## config.mk

```make
export PLATFORM = sky130hd
export DESIGN_NAME = irq_aggregator
export DESIGN_NICKNAME = d
export VERILOG_FILES = /design/src/rtl/irq_agg_pkg.sv /design/src/rtl/irq_pend_store.sv /design/src/rtl/irq_enable_store.sv /design/src/rtl/irq_out_stage.sv /design/src/rtl/irq_aggregator.sv
export SDC_FILE = /design/constraint.sdc
export NUM_CORES = 1
export LEC_CHECK = 0
export BUFFER_PORTS_ARGS = -buffer_cell sky130_fd_sc_hd__buf_2
export CAP_MARGIN = 40
export CORE_MARGIN = 2
export CORE_UTILIZATION = 39
export CTS_BUF_LIST = sky130_fd_sc_hd__clkbuf_16
export DETAILED_ROUTE_END_ITERATION = 12
export GPL_TIMING_DRIVEN = 0
export PLACE_DENSITY_LB_ADDON = 0.2
export SLEW_MARGIN = 20
export SYNTH_ARGS = -nofsm -noshare
export SYNTH_HDL_FRONTEND = slang
export SYNTH_HIERARCHICAL = 1
export SYNTH_SLANG_ARGS = --single-unit
```

## constraint.sdc

```tcl
create_clock -name clk -period 1.4 [get_ports clk]
set_input_delay 0 -clock clk [delete_from_list [all_inputs] [get_ports clk]]
set_output_delay 0 -clock clk [all_outputs]
set_load 0.05 [all_outputs]
```

## src/rtl/irq_agg_pkg.sv

```systemverilog
package irq_agg_pkg;
  typedef enum logic {
    WSEL_MASK = 1'b0,
    WSEL_ACK  = 1'b1
  } wsel_e;

  typedef enum logic {
    RSEL_MASK = 1'b0,
    RSEL_PEND = 1'b1
  } rsel_e;
endpackage

```

## src/rtl/irq_pend_store.sv

```systemverilog
module irq_pend_store #(
  parameter int N     = 8,
  parameter int IDX_W = 4
) (
  input  logic             clk,
  input  logic             rst,
  input  logic [N-1:0]     post,
  input  logic [N-1:0]     clear,
  input  logic             ack_en,
  input  logic [IDX_W-1:0] ack_idx,
  output logic [N-1:0]     pend_q,
  output logic [N-1:0]     pend_nx
);
  logic [N-1:0] ack_hit;

  // One decoder slice per line; indices beyond N-1 match nothing.
  for (genvar i = 0; i < N; i++) begin : g_ack
    assign ack_hit[i] = ack_en && (int'(ack_idx) == i);
  end

  // Post first, then device clear, then software acknowledge.
  always_comb begin
    pend_nx = ((pend_q | post) & ~clear) & ~ack_hit;
  end

  always_ff @(posedge clk) begin
    if (rst) pend_q <= '0;
    else     pend_q <= pend_nx;
  end
endmodule

```

## src/rtl/irq_enable_store.sv

```systemverilog
module irq_enable_store #(
  parameter int N = 8
) (
  input  logic         clk,
  input  logic         rst,
  input  logic         wr_en,
  input  logic [N-1:0] wdata,
  output logic [N-1:0] en_q,
  output logic [N-1:0] en_nx
);
  // Stored inverted: a written 1 disables the line.
  always_comb begin
    en_nx = wr_en ? ~wdata : en_q;
  end

  always_ff @(posedge clk) begin
    if (rst) en_q <= '0;
    else     en_q <= en_nx;
  end
endmodule

```

## src/rtl/irq_out_stage.sv

```systemverilog
module irq_out_stage
  import irq_agg_pkg::*;
#(
  parameter int N = 8
) (
  input  logic         clk,
  input  logic         rst,
  input  logic [N-1:0] pend_q,
  input  logic [N-1:0] pend_nx,
  input  logic [N-1:0] en_q,
  input  logic [N-1:0] en_nx,
  input  logic         rd_en,
  input  logic         rd_sel,
  output logic         irq,
  output logic [N-1:0] rdata,
  output logic         rvalid
);
  logic irq_nx;
  logic [N-1:0] rd_mux;

  always_comb begin
    irq_nx = |(pend_nx & en_nx);
    rd_mux = (rd_sel == RSEL_PEND) ? pend_q : ~en_q;
  end

  always_ff @(posedge clk) begin
    if (rst) begin
      irq    <= 1'b0;
      rvalid <= 1'b0;
      rdata  <= '0;
    end else begin
      irq    <= irq_nx;
      rvalid <= rd_en;
      if (rd_en) rdata <= rd_mux;
    end
  end
endmodule

```

## src/rtl/irq_aggregator.sv

```systemverilog
module irq_aggregator
  import irq_agg_pkg::*;
#(
  parameter int N     = 8,
  parameter int IDX_W = 4
) (
  input  logic         clk,
  input  logic         rst,
  input  logic         cfg_we,
  input  logic         cfg_sel,
  input  logic [N-1:0] cfg_wdata,
  input  logic         cfg_re,
  input  logic         cfg_rsel,
  output logic [N-1:0] cfg_rdata,
  output logic         cfg_rvalid,
  input  logic [N-1:0] dev_post,
  input  logic [N-1:0] dev_clear,
  output logic         irq
);
  logic [N-1:0] pend_q, pend_nx, en_q, en_nx;
  logic mask_wr, ack_wr;

  assign mask_wr = cfg_we && (cfg_sel == WSEL_MASK);
  assign ack_wr  = cfg_we && (cfg_sel == WSEL_ACK);

  irq_pend_store #(.N(N), .IDX_W(IDX_W)) u_pend (
    .clk(clk), .rst(rst), .post(dev_post), .clear(dev_clear),
    .ack_en(ack_wr), .ack_idx(cfg_wdata[IDX_W-1:0]),
    .pend_q(pend_q), .pend_nx(pend_nx)
  );

  irq_enable_store #(.N(N)) u_en (
    .clk(clk), .rst(rst), .wr_en(mask_wr), .wdata(cfg_wdata),
    .en_q(en_q), .en_nx(en_nx)
  );

  irq_out_stage #(.N(N)) u_out (
    .clk(clk), .rst(rst), .pend_q(pend_q), .pend_nx(pend_nx),
    .en_q(en_q), .en_nx(en_nx), .rd_en(cfg_re), .rd_sel(cfg_rsel),
    .irq(irq), .rdata(cfg_rdata), .rvalid(cfg_rvalid)
  );
endmodule

```

==> results_dict.tcl <==
set metrics [dict create \
    hold_depth 3 \
    cp_cell_sequence "buf_2, and2_2, nor3b_2, a211oi_1, a22oi_1, a41oi_1" \
    drt_wl_total_um 2980 \
    slowest_stage "nor3b_2" \
    m1WireLength_um 1280 \
    drt_pass1_iterations 4 \
    io_pins 40 \
    numClockSinks 26 \
    yosysSeqAreaShare 0.419 \
    path_class "input pin to register" \
    min-delay-start "cfg_wdata[7]" \
    cts.path.max_buffers 2 \
    holdPathEnd "u_en/en_q[7]" \
    r2r_cells 4 \
    routed-wl-met2_um 1480 \
    syn2layout_area_growth_pct 34.6 \
    syn_inst 135 \
    fillers 306 \
    die-area_um2 3660 \
    fmax_mhz 887 \
    synth_top_family_by_area "simple AND/OR/NAND/NOR gates" \
    crit_path_start_kind "input pin" \
    synth-xor-area-share 0 \
    synth_compound_area_frac 0.255 \
    cp-end-kind "register" \
    cts_tree "built" \
    synth-seq-cells 26 \
    final_cell_mix "buf_2 (40), dfxtp_1 (26), nor2_1 (17)" \
    post_cts_resized 0 \
    worst_pin_slew_ns 0.576 \
    reg2reg_slack_ns 0.28 \
    cpPeakStageDelay_ns 0.49 \
    synth-main-ff-cell "dfxtp_1" \
    coreArea_um2 3050 \
    synthAdderAreaFrac 0 \
    cp_num_buf_inv 1 \
    syn-mean-instance-area_um2 9.21 \
    syn_area_um2 1240 \
    status "complete, no violations" \
    final_layout_size_suffix_gt1_frac 0.314 \
    drc 0 \
    cts_buffers 3 \
    io_buffers 38 \
    avgViaCountPerCell 5.02 \
    globalplace.congestion 0.785 \
    vias 1150 \
    grt_pass1_vias 1129 \
    wl_met3_um 177 \
    cp_top_family "simple AND/OR/NAND/NOR gates" \
    ir_worst_vdd_mv 0.477 \
    setup_viol 0 \
    power_density_nw_per_um2 1170 \
    grt_antenna_before_repair 0 \
    maxSlewViolCount 0 \
    antennaDiodeCount 0 \
    drv_cap 0 \
    nets 216 \
    relSlewSlack 0.615 \
    layout_commonest_cell "buf_2" \
    synth_cell_types 27 \
    grt_max_degree 16 \
    drt_iter0_drc 53 \
    worstPathRequired_ns 1.52 \
    p_leak_nw 0.700 \
    clock_latency_ns 0.26 \
    reg2reg_to "u_out/irq" \
    async_flop_share 0 \
    yosys_warnings 6 \
    r2r-start "u_pend/pend_q[4]" \
    finalPower_mw 1.96 \
    die_y_um 60.5 \
    hold_class "input pin to register" \
    root_buffer "clkbuf_16" \
    setup_tns_ns 0 \
    top_layer_used "met4" \
    rsz0062_at_grt "false" \
    ant_nets 0 \
    final-hold-violation-count 0 \
    synth_simple_gate_area_frac 0.289 \
    skew_ns 0.00220 \
    synth_fp_nets 165 \
    fin_crit_sh 0.805 \
    cp_max_fo 8 \
    synth_edf_count 0 \
    dieWidth_um 60.5 \
    fin_crit_ns 1.13 \
    htreeDepth 1 \
    grt_pass1_wl_um 4900 \
    clk_pin_slew_worst_paths_ns 0.06 \
    wire_per_inst_um 13.0 \
    fp-row-count 20 \
    dp_hpwl_um 2340 \
    initial_utilization 0.407 \
    cp.arrival_ns 1.24 \
    muxShareOfSynthArea 0 \
    track_usage 0.178 \
    grt-ovfl-total 0 \
]
## state kept, by name, indices dropped and copies added, names as in the netlist
name and count:
u_en/en_q 8, u_out/rdata 8, u_out/irq 1, u_out/rvalid 1
u_pend/pend_q 8
## cells by family (layout without fill, tap and decap cells)
logic type / after synthesis / in the layout
and+or+nand+nor: 65 / 65
AOI/OAI and AO/OA: 37 / 37
DFF: 26 / 26
buffers and inverters: 7 / 57
## cells in the mapped netlist, types with 2 or more instances
| library cell | count | area [µm²] |
|---|---|---|
| a211oi_1 | 8 | 60.1 |
| buf_6 | 2 | 22.5 |
| nand2b_4 | 2 | 27.5 |
| or2_1 | 8 | 50.1 |
| a22oi_1 | 4 | 30.0 |
| dfxtp_1 | 26 | 521 |
| a21oi_1 | 7 | 35.0 |
| nand2b_1 | 8 | 50.1 |
| a2111oi_2 | 5 | 75.1 |
| or2b_1 | 6 | 45.0 |
| nor2b_1 | 3 | 18.8 |
| nand2_1 | 16 | 60.1 |
| a2111oi_1 | 2 | 20.0 |
| buf_2 | 2 | 10.0 |
| nor2_1 | 17 | 63.8 |
| a311oi_1 | 8 | 70.1 |
## routing by layer
metal,vias up,track usage
met4,0,0.0528
met5,-,0
met2,38,0.317
li1,588,-
met1,517,0.222
met3,7,0.0277
## final cells by class
class	count	area, µm²	share of cell area
Buffer	7	47.5	0.0284
Multi-Input combinational cell	102	676	0.404
Tap cell	44	55.1	0.0329
Clock inverter	1	30.0	0.0179
Sequential cell	26	520	0.311
Clock buffer	3	75.1	0.0448
Timing Repair Buffer	46	270	0.161
## stage by stage
| step | cells | hold slack [ns] | instance area, µm² | setup WS [ns] | util |
|---|---|---|---|---|---|
| finish | 229 | 0.0160 | 1670 | 0.273 | 0.548 |
| global route | 229 | 0.0432 | 1670 | 0.152 | 0.548 |
| CTS | 229 | 0.0178 | 1670 | 0.283 | 0.548 |
| detailed placement | 217 | 0.185 | 1490 | 0.0222 | 0.488 |
| global placement | 217 | 0.182 | 1490 | 0.0469 | 0.488 |
| floorplan | 135 | 0.0689 | 1240 | 0.344 | - |
## repair_timing
item                                   in CTS  in global routing
hold buffers                                8                  0
endpoints found under the hold margin       8                  0
buffers inserted                            0                  0
## worst reg2reg max path, cell delays in order (launching register included)
cell and delay [ns]:
dfxtp_1 0.31, nor2_1 0.20, a211oi_1 0.09, a22oi_1 0.23
a41oi_1 0.15
## worst max path at each step
| stage | slack [ns] | cells past startpoint | start | endpoint |
|---|---|---|---|---|
| 2_1_floorplan | 0.34 | 6 | cfg_sel | u_out/irq |
| 3_3_place_gp | 0.05 | 6 | cfg_sel | u_out/irq |
| 3_5_place_dp | 0.02 | 6 | cfg_sel | u_out/irq |
| 4_1_cts | 0.28 | 6 | cfg_sel | u_out/irq |
| 5_1_grt | 0.15 | 6 | cfg_we | u_out/irq |
| 6_report | 0.27 | 6 | cfg_sel | u_out/irq |
## power by group
| group | total, mW | internal (mW) | leakage, nW | switching (mW) |
|---|---|---|---|---|
| Sequential | 0.806 | 0.784 | 0.214 | 0.0224 |
| Combinational | 0.339 | 0.136 | 0.434 | 0.203 |
| Clock | 0.816 | 0.568 | 0.0511 | 0.248 |
| Total | 1.96 | 1.49 | 0.700 | 0.473 |
(Power assumes the default switching activity.)
